--- config.mk ---
export PLATFORM = sky130hd
export DESIGN_NAME = usb_dev_irq_status
export DESIGN_NICKNAME = d
export VERILOG_FILES = /design/src/rtl/usb_irq_pkg.sv /design/src/rtl/usb_irq_rst_sync.sv /design/src/rtl/usb_idle_timer.sv /design/src/rtl/usb_suspend_track.sv /design/src/rtl/usb_irq_flag_bank.sv /design/src/rtl/usb_dev_irq_status.sv
export SDC_FILE = /design/constraint.sdc
export NUM_CORES = 1
export LEC_CHECK = 0
export CAP_MARGIN = 20
export CORE_ASPECT_RATIO = 1.75
export CORE_MARGIN = 4
export CORE_UTILIZATION = 45
export CTS_BUF_LIST = sky130_fd_sc_hd__clkbuf_4 sky130_fd_sc_hd__clkbuf_8 sky130_fd_sc_hd__clkbuf_16
export CTS_CLUSTER_DIAMETER = 30
export CTS_CLUSTER_SIZE = 10
export DETAILED_ROUTE_END_ITERATION = 16
export PLACE_DENSITY = 0.84
export SLEW_MARGIN = 20
export SYNTH_ARGS = -nofsm -noshare
export SYNTH_HDL_FRONTEND = slang
export SYNTH_SLANG_ARGS = --single-unit
--- constraint.sdc ---
create_clock -name clk -period 0.84 [get_ports clk]
set_input_delay 0.084 -clock clk [delete_from_list [all_inputs] [get_ports clk]]
set_output_delay 0.084 -clock clk [all_outputs]
set_load 0.05 [all_outputs]
--- src/rtl/usb_irq_pkg.sv ---
package usb_irq_pkg;
  localparam int unsigned NUM_FLAGS = 6;
  localparam int unsigned REG_W     = 8;
  localparam int unsigned F_EP0     = 0;
  localparam int unsigned F_RX      = 1;
  localparam int unsigned F_TX      = 2;
  localparam int unsigned F_SUSP    = 3;
  localparam int unsigned F_RES     = 4;
  localparam int unsigned F_HRST    = 5;
  typedef logic [NUM_FLAGS-1:0] flag_vec_t;
endpackage

--- src/rtl/usb_irq_rst_sync.sv ---
module usb_irq_rst_sync #(
  parameter int unsigned STAGES = 2
) (
  input  logic clk,
  input  logic rst_n,
  output logic rst_sync_n
);
  logic [STAGES-1:0] sync_q;
  logic [STAGES-1:0] sync_d;

  always_comb begin
    sync_d = {sync_q[STAGES-2:0], 1'b1};
  end

  always_ff @(posedge clk or negedge rst_n) begin
    if (!rst_n) sync_q <= '0;
    else        sync_q <= sync_d;
  end

  assign rst_sync_n = sync_q[STAGES-1];
endmodule

--- src/rtl/usb_idle_timer.sv ---
module usb_idle_timer #(
  parameter int unsigned LIMIT = 300001
) (
  input  logic clk,
  input  logic rst_n,
  input  logic bus_idle,
  input  logic restart,
  output logic expire
);
  localparam int unsigned CNT_W = $clog2(LIMIT + 1);
  localparam logic [CNT_W-1:0] LIM   = CNT_W'(LIMIT);
  localparam logic [CNT_W-1:0] LIM_M = CNT_W'(LIMIT - 1);

  logic [CNT_W-1:0] cnt_q;
  logic [CNT_W-1:0] cnt_d;
  logic             cnt_en;

  always_comb begin
    cnt_en = 1'b0;
    cnt_d  = cnt_q;
    if (restart || !bus_idle) begin
      cnt_en = (cnt_q != '0);
      cnt_d  = '0;
    end else if (cnt_q != LIM) begin
      cnt_en = 1'b1;
      cnt_d  = cnt_q + 1'b1;
    end
  end

  always_ff @(posedge clk or negedge rst_n) begin
    if (!rst_n)      cnt_q <= '0;
    else if (cnt_en) cnt_q <= cnt_d;
  end

  assign expire = bus_idle && !restart && (cnt_q == LIM_M);
endmodule

--- src/rtl/usb_suspend_track.sv ---
module usb_suspend_track (
  input  logic clk,
  input  logic rst_n,
  input  logic idle_expire,
  input  logic resume_sig,
  input  logic host_reset,
  output logic suspended,
  output logic resume_evt
);
  logic susp_q;
  logic susp_d;
  logic susp_en;

  always_comb begin
    susp_d = susp_q;
    if (host_reset || resume_sig) susp_d = 1'b0;
    else if (idle_expire)         susp_d = 1'b1;
    susp_en = (susp_d != susp_q);
  end

  always_ff @(posedge clk or negedge rst_n) begin
    if (!rst_n)       susp_q <= 1'b0;
    else if (susp_en) susp_q <= susp_d;
  end

  assign suspended  = susp_q;
  assign resume_evt = susp_q && resume_sig && !host_reset;
endmodule

--- src/rtl/usb_irq_flag_bank.sv ---
module usb_irq_flag_bank
  import usb_irq_pkg::*;
(
  input  logic      clk,
  input  logic      rst_n,
  input  flag_vec_t set_req,
  input  flag_vec_t w1c_req,
  input  flag_vec_t force_clr,
  output flag_vec_t flags
);
  flag_vec_t flag_q;

  for (genvar i = 0; i < NUM_FLAGS; i++) begin : g_flag
    logic bit_d;
    logic bit_en;
    always_comb begin
      if (force_clr[i])    bit_d = 1'b0;
      else if (set_req[i]) bit_d = 1'b1;
      else if (w1c_req[i]) bit_d = 1'b0;
      else                 bit_d = flag_q[i];
      bit_en = (bit_d != flag_q[i]);
    end
    always_ff @(posedge clk or negedge rst_n) begin
      if (!rst_n)      flag_q[i] <= 1'b0;
      else if (bit_en) flag_q[i] <= bit_d;
    end
  end

  assign flags = flag_q;
endmodule

--- src/rtl/usb_dev_irq_status.sv ---
module usb_dev_irq_status
  import usb_irq_pkg::*;
#(
  parameter int unsigned CLK_KHZ = 100000,
  parameter int unsigned IDLE_MS = 3
) (
  input  logic       clk,
  input  logic       rst_n,
  input  logic       ep0_evt,
  input  logic       rx_evt,
  input  logic       tx_done,
  input  logic       bus_idle,
  input  logic       resume_sig,
  input  logic       host_reset,
  input  logic [5:0] mask,
  input  logic       wr_en,
  input  logic [7:0] wr_data,
  output logic [7:0] rd_data,
  output logic       irq
);
  localparam int unsigned IDLE_CYCLES = CLK_KHZ * IDLE_MS;
  localparam int unsigned LIMIT       = IDLE_CYCLES + 1;

  logic      rst_sync_n;
  logic      idle_expire;
  logic      susp_q;
  logic      resume_evt;
  flag_vec_t evt_vec;
  flag_vec_t set_req;
  flag_vec_t w1c_req;
  flag_vec_t force_clr;
  flag_vec_t flags;
  logic      unused_wr_hi;

  usb_irq_rst_sync #(.STAGES(2)) u_rst (
    .clk        (clk),
    .rst_n      (rst_n),
    .rst_sync_n (rst_sync_n)
  );

  usb_idle_timer #(.LIMIT(LIMIT)) u_idle (
    .clk      (clk),
    .rst_n    (rst_sync_n),
    .bus_idle (bus_idle),
    .restart  (host_reset),
    .expire   (idle_expire)
  );

  usb_suspend_track u_susp (
    .clk         (clk),
    .rst_n       (rst_sync_n),
    .idle_expire (idle_expire),
    .resume_sig  (resume_sig),
    .host_reset  (host_reset),
    .suspended   (susp_q),
    .resume_evt  (resume_evt)
  );

  always_comb begin
    evt_vec          = '0;
    evt_vec[F_EP0]   = ep0_evt;
    evt_vec[F_RX]    = rx_evt;
    evt_vec[F_TX]    = tx_done;
    evt_vec[F_SUSP]  = idle_expire;
    evt_vec[F_RES]   = resume_evt;
    evt_vec[F_HRST]  = host_reset;
    set_req          = evt_vec & ~mask;
    w1c_req          = wr_en ? wr_data[NUM_FLAGS-1:0] : '0;
    force_clr        = {NUM_FLAGS{host_reset}};
    force_clr[F_HRST] = 1'b0;
  end

  usb_irq_flag_bank u_bank (
    .clk       (clk),
    .rst_n     (rst_sync_n),
    .set_req   (set_req),
    .w1c_req   (w1c_req),
    .force_clr (force_clr),
    .flags     (flags)
  );

  assign unused_wr_hi = ^wr_data[REG_W-1:NUM_FLAGS];
  assign rd_data      = {{(REG_W-NUM_FLAGS){1'b0}}, flags};
  assign irq          = |flags;
endmodule

# ---- Word-level counts from Yosys, hierarchy flattened
# Index checks and enable logic that the tools add are counted.
# Widths: inputs -> output; s select.
dict set report totals {
  n_memories 0
  mem_bits_rw 0
  latch_bits 0
  romBits 0
  register_bits 28
  in_bits 23
  output_inout_bits 9
  wordCells 57
}
dict set report classes {
  n_bitwise 2
  addsub 1
  n_eq_ne 9
  n_mux 24
  mul 0
  shift 0
  order_cmp 0
  div 0
  reduce_logical 12
}
# op n
set ops {}
lappend ops {{$mux 19} 2}
lappend ops {{$mux 1} 21}
lappend ops {{$add 19x1->19 const B} 1}
lappend ops {{$eq 19x19->1 const B} 1}
lappend ops {{$ne 19x19->1 const B} 1}
lappend ops {{$reduce_bool 19->1} 1}
lappend ops {{$ne 1x1->1} 7}
lappend ops {{$and 6x6->6} 1}
lappend ops {{$mux 6} 1}
lappend ops {{$not 6->6} 1}
lappend ops {{$reduce_or 6->1} 1}
lappend ops {{$logic_and 1x1->1} 4}
lappend ops {{$logic_not 1->1} 2}
lappend ops {{$logic_or 1x1->1} 2}
lappend ops {{$reduce_and 2->1} 1}
lappend ops {{$reduce_bool 2->1} 1}

# ---- Longest topological paths before layout
dict set report depth {
  depth_word 7
  mapped_depth 6
  depth_no_buf 5
}

# ---- Modules after synthesis
# A second synthesis with hierarchy kept.
dict set report hier_totals {
  cells_unflattened 176
  hier_area_um2 1687.9
}
# mod cells_per_inst seq_area_each_um2 area_per_inst_um2 n_inst
set by_module_without_submodules {}
lappend by_module_without_submodules {usb_idle_timer 126 475.5 1169.9 1}
lappend by_module_without_submodules {usb_irq_flag_bank 24 150.1 307.8 1}
lappend by_module_without_submodules {usb_dev_irq_status 18 0.0 107.6 1}
lappend by_module_without_submodules {usb_irq_rst_sync 3 50.0 53.8 1}
lappend by_module_without_submodules {usb_suspend_track 5 25.0 48.8 1}

# ---- Least setup slack after synthesis
# Ideal clock, no wire load.
dict set report synth_path {
  path_kind {flip-flop to flip-flop}
  start {reg u_idle.cnt_q[5]}
  end {reg u_idle.cnt_q[17]}
  setup_ns 0.066
  period_less_slack_ns 1.747
  path_stages_with_launch 7
  setup_slack_ns -0.907
  arrival_ns 1.681
  path_cell_list {dfrtp_1 > buf_2 > nand4_2 > or4_1 > buf_2 > or4_1 > nand2_1}
}
dict set report synth_via {
  elab_chain_len 4
  word_cells_on_any_way 9
  cone_classes {add/sub: 1; eq/ne: 1; mux: 4; reduce/logical: 3}
}
# item line_no
set synth_lines {}
lappend synth_lines {{from (decl)} usb_idle_timer.sv:14} ;# logic [CNT_W-1:0] cnt_q;
lappend synth_lines {{from (signal assigned)} usb_idle_timer.sv:32} ;# else if (cnt_en) cnt_q <= cnt_d;
lappend synth_lines {{parallel branches: the longest is 4 deep, another holds $add 19x1->19} n/a}
# Several ways; the timed one is not identified. The select of a mux whose other input is x is not followed.
# A chain may end at the register's enable or synchronous reset.

# ---- Worst setup path after layout
dict set report layout_path {
  start {reg u_idle.cnt_q[0]}
  end {reg u_idle.cnt_q[16]}
}
# Same word-level chain as after synthesis.

==> results.sh <==
export IMPL_status="finished, violations left"
export IMPL_violations="negative setup slack"
export IMPL_ys_seq_elements=28
export IMPL_synth_cell_type_count=31
export IMPL_wl_mm=6.25
export IMPL_critPathCaptureType="flip-flop"
export IMPL_swShare_pct=31.7
export IMPL_fp_dieW_um=51.4
export IMPL_place_detailed_hpwl_mm=3.41
export IMPL_drt_wirelength_per_cell_um=21.5
export IMPL_slew_violations=0
export IMPL_port_buffers=27
export IMPL_diodes=0
export IMPL_numCtsBuffers=3
export IMPL_cp_data_required_time_ns=1.05
export IMPL_synthCells=167
export IMPL_layout_min_cycle_time_ns=1.78
export IMPL_clock_root_buffer="clkbuf_8"
export IMPL_critPathLaunchType="flip-flop"
export IMPL_cts_tree="done"
export IMPL_ir_drop_v=0.00137
export IMPL_via_count=1733
export IMPL_grt_max_degree=27
export IMPL_postPlaceCellArea_mm2=0.00225
export IMPL_cts_path_max_buffers=2
export IMPL_ios=32
export IMPL_fp_coreArea_mm2=0.00318
export IMPL_max_freq_mhz=562
export IMPL_grt_pass1_wl_mm=7.76
export IMPL_stdcell_area_mm2=0.00267
export IMPL_crit_slowest_cell="dfrtp_1"
export IMPL_overflow=0
export IMPL_p_leak_nw=1.20
export IMPL_htree_levels=1
export IMPL_grt_pass1_vias=1692
export IMPL_area_growth_pct=80.2
export IMPL_r2r_cells=5
export IMPL_antenna_found_initial=0
export IMPL_fin_crit_sh_pct=212
export IMPL_die_h_um=83.9
export IMPL_grt_usage_pct=23.7
export IMPL_ys_warn_count=0
export IMPL_finClkSkew_ns=0.00646
export IMPL_gp_congestion=0.817
export IMPL_synth_seq_area_share_pct=47.3
export IMPL_finalSetupTns_ns=-16.28
export IMPL_initial_core_util_pct=46.7
export IMPL_clock_sinks=28
export IMPL_hold_class="reg2async"
export IMPL_p_switching_mw=1.29
export IMPL_cap_viol_max_count=0
export IMPL_slowest_delay_ns=0.41
export IMPL_finalSetupViolCount=29
export IMPL_seq_power_share_pct=36.7
export IMPL_path_max_fanout=4
export IMPL_vias_per_cell=5.96
export IMPL_clkTransAtPathRegs_ns=0.10
export IMPL_p_int_mw=2.78
export IMPL_layout_nets=275
export IMPL_combPwrFrac_pct=36.7
export IMPL_clkPwrFrac_pct=26.6
export IMPL_path_buf_inv=0
export IMPL_drive_gt1_share_pct=45.6
export IMPL_dieArea_mm2=0.00431
export IMPL_worstPathCellList="ha_2 -> nand4_1 -> or3_4 -> or3_1 -> a21oi_2"
export IMPL_power_density_mw_per_mm2=1520
export IMPL_critical_path_class="reg2reg"
export IMPL_drcViolationCount=0
export IMPL_insertion_delay_ns=0.28
export IMPL_cp_top_family="simple AND/OR/NAND/NOR gates"
export IMPL_place_ws_ns=-0.784
export IMPL_netlist_area_mm2=0.00148
export IMPL_critical_path_depth=5
export IMPL_p_total_mw=4.07
export IMPL_rows=27
export IMPL_crit_arrival_ns=1.99
export IMPL_rsz0062_at_grt="yes"
export IMPL_antenna_left=0
export IMPL_dr_pass1_iters=4
export IMPL_layout_setup_ws_ns=-0.939
export IMPL_synth_avg_cell_area_um2=8.88
export IMPL_hold_viol_final=0
export IMPL_drt_iter0_drc=110
path summary, 6_finish.rpt:
kind                            startpoint          endpoint  slack [ns]
hold reg to reg            u_rst.sync_q[1]  u_idle.cnt_q[17]        0.22
hold / removal             u_rst.sync_q[1]  u_idle.cnt_q[17]        0.22
min in group clk           u_rst.sync_q[0]   u_rst.sync_q[1]        0.36
setup / recovery           u_idle.cnt_q[0]  u_idle.cnt_q[16]       -0.94
setup reg to reg           u_idle.cnt_q[0]  u_idle.cnt_q[16]       -0.94
max in group asynchronous            rst_n   u_rst.sync_q[1]        0.23
sequential cells by signal, summed over array words and instances (netlist names):
name              count
u_rst.sync_q          2
u_susp.suspended      1
u_bank.flags          6
u_idle.cnt_q         19
synth_stat cells:
cell       number  area share, %
dfrtp_1        28             47
nor2_1         23            5.8
nand2_1        18            4.6
a21oi_1         9            3.0
inv_1           8            2.0
nand4_1         8            3.4
xnor2_1         8            4.7
nand3_1         6            2.0
o21ai_0         6            2.0
nor4_1          5            2.1
or3_1           5            2.1
or4_1           5            2.5
nor2b_1         4            1.7
nor3_1          4            1.4
and4_1          3            1.8
clkbuf_1        3           0.76
ha_1            3            2.5
xor2_1          3            1.8
buf_2           2           0.68
buf_4           2            1.0
conb_1          2           0.51
o211ai_1        2            1.0
o31ai_1         2            1.0
a31oi_1         1           0.42
a32oi_1         1           0.59
and2_1          1           0.42
nand2b_1        1           0.42
nand4_2         1           0.84
o2111ai_1       1           0.59
or2_2           1           0.42
or4_2           1           0.59
timing repair:
item	CTS	global route
hold endpoints to repair	2	0
setup buffers	5	10
endpoints found under the setup margin	29	33
resized for setup	40	31
pin swaps	22	17
hold buffers	1	0
gates cloned	0	0
final cells by class:
| class | count | area, um^2 |
|---|---|---|
| fillers | 141 | 504 |
| multi-input cells | 125 | 971 |
| clock inverters | 1 | 30.0 |
| well taps | 43 | 53.8 |
| inverters | 8 | 32.5 |
| flip-flops and latches | 28 | 708 |
| repair buffers | 83 | 835 |
| clock buffers | 3 | 41.3 |
layout by cell type (no fill, tap or decap), drive strengths merged:
cell	Yosys	layout
xnor2	8	8
or3	5	5
o21ai	6	6
o211ai	2	2
or2	1	1
nand3	6	6
and4	3	3
nand2b	1	1
ha	3	3
xor2	3	3
conb	2	3
bufinv	0	1
clkdlybuf4s50	0	20
o31ai	2	2
o2111ai	1	1
nand2	18	18
or4	6	6
clkbuf	3	3
nor2b	4	4
buf	4	62
a31oi	1	1
nand4	9	9
dfrtp	28	28
inv	8	8
nor3	4	4
and2	1	1
nor2	23	23
a32oi	1	1
a21oi	9	9
dlygate4sd3	0	1
nor4	5	5
worst register-to-register path: stages (launching register included):
cell,delay [ns]
dfrtp_1,0.41
ha_2,0.22
nand4_1,0.17
or3_4,0.40
or3_1,0.36
a21oi_2,0.16
per-stage QoR:
stage	util [%]	hold slack (ns)	instances
finish	84.1	0.217	291
global route	84.1	0.236	291
CTS	79.6	0.220	286
detailed placement	71.0	0.216	279
global placement	71.0	0.209	279
floorplan	-	-0.212	168
power groups by stage:
stage / logic, mW / registers [mW] / clock network, mW
2_1_floorplan: 0.404 / 1.59 / 0
3_3_place_gp: 0.976 / 1.49 / 0
3_5_place_dp: 0.994 / 1.50 / 0
4_1_cts: 1.20 / 1.48 / 1.08
5_1_grt: 1.57 / 1.50 / 1.13
6_report: 1.49 / 1.50 / 1.08
cell families after synthesis:
| family | after synthesis | synth area share (%) |
|---|---|---|
| AND/OR/NAND/NOR | 86 | 30.0 |
| buffers and inverters | 15 | 4.47 |
| adder cells (fa/ha/maj) | 3 | 2.53 |
| AO/OA/AOI/OAI | 22 | 8.69 |
| flip-flops | 28 | 47.3 |
| other | 2 | 0.507 |
| XOR/XNOR | 11 | 6.50 |
metal layers:
metal | vias to the layer above | GRT usage (%) | share of wire (%)
met4 | 0 | 7.40 | 6.9
met5 | - | 0 | 0
met1 | 831 | 23.0 | 32
li1 | 745 | - | -
met3 | 45 | 4.11 | 8.5
met2 | 112 | 47.0 | 53
No activity file was read; power rests on OpenSTA's default activity.
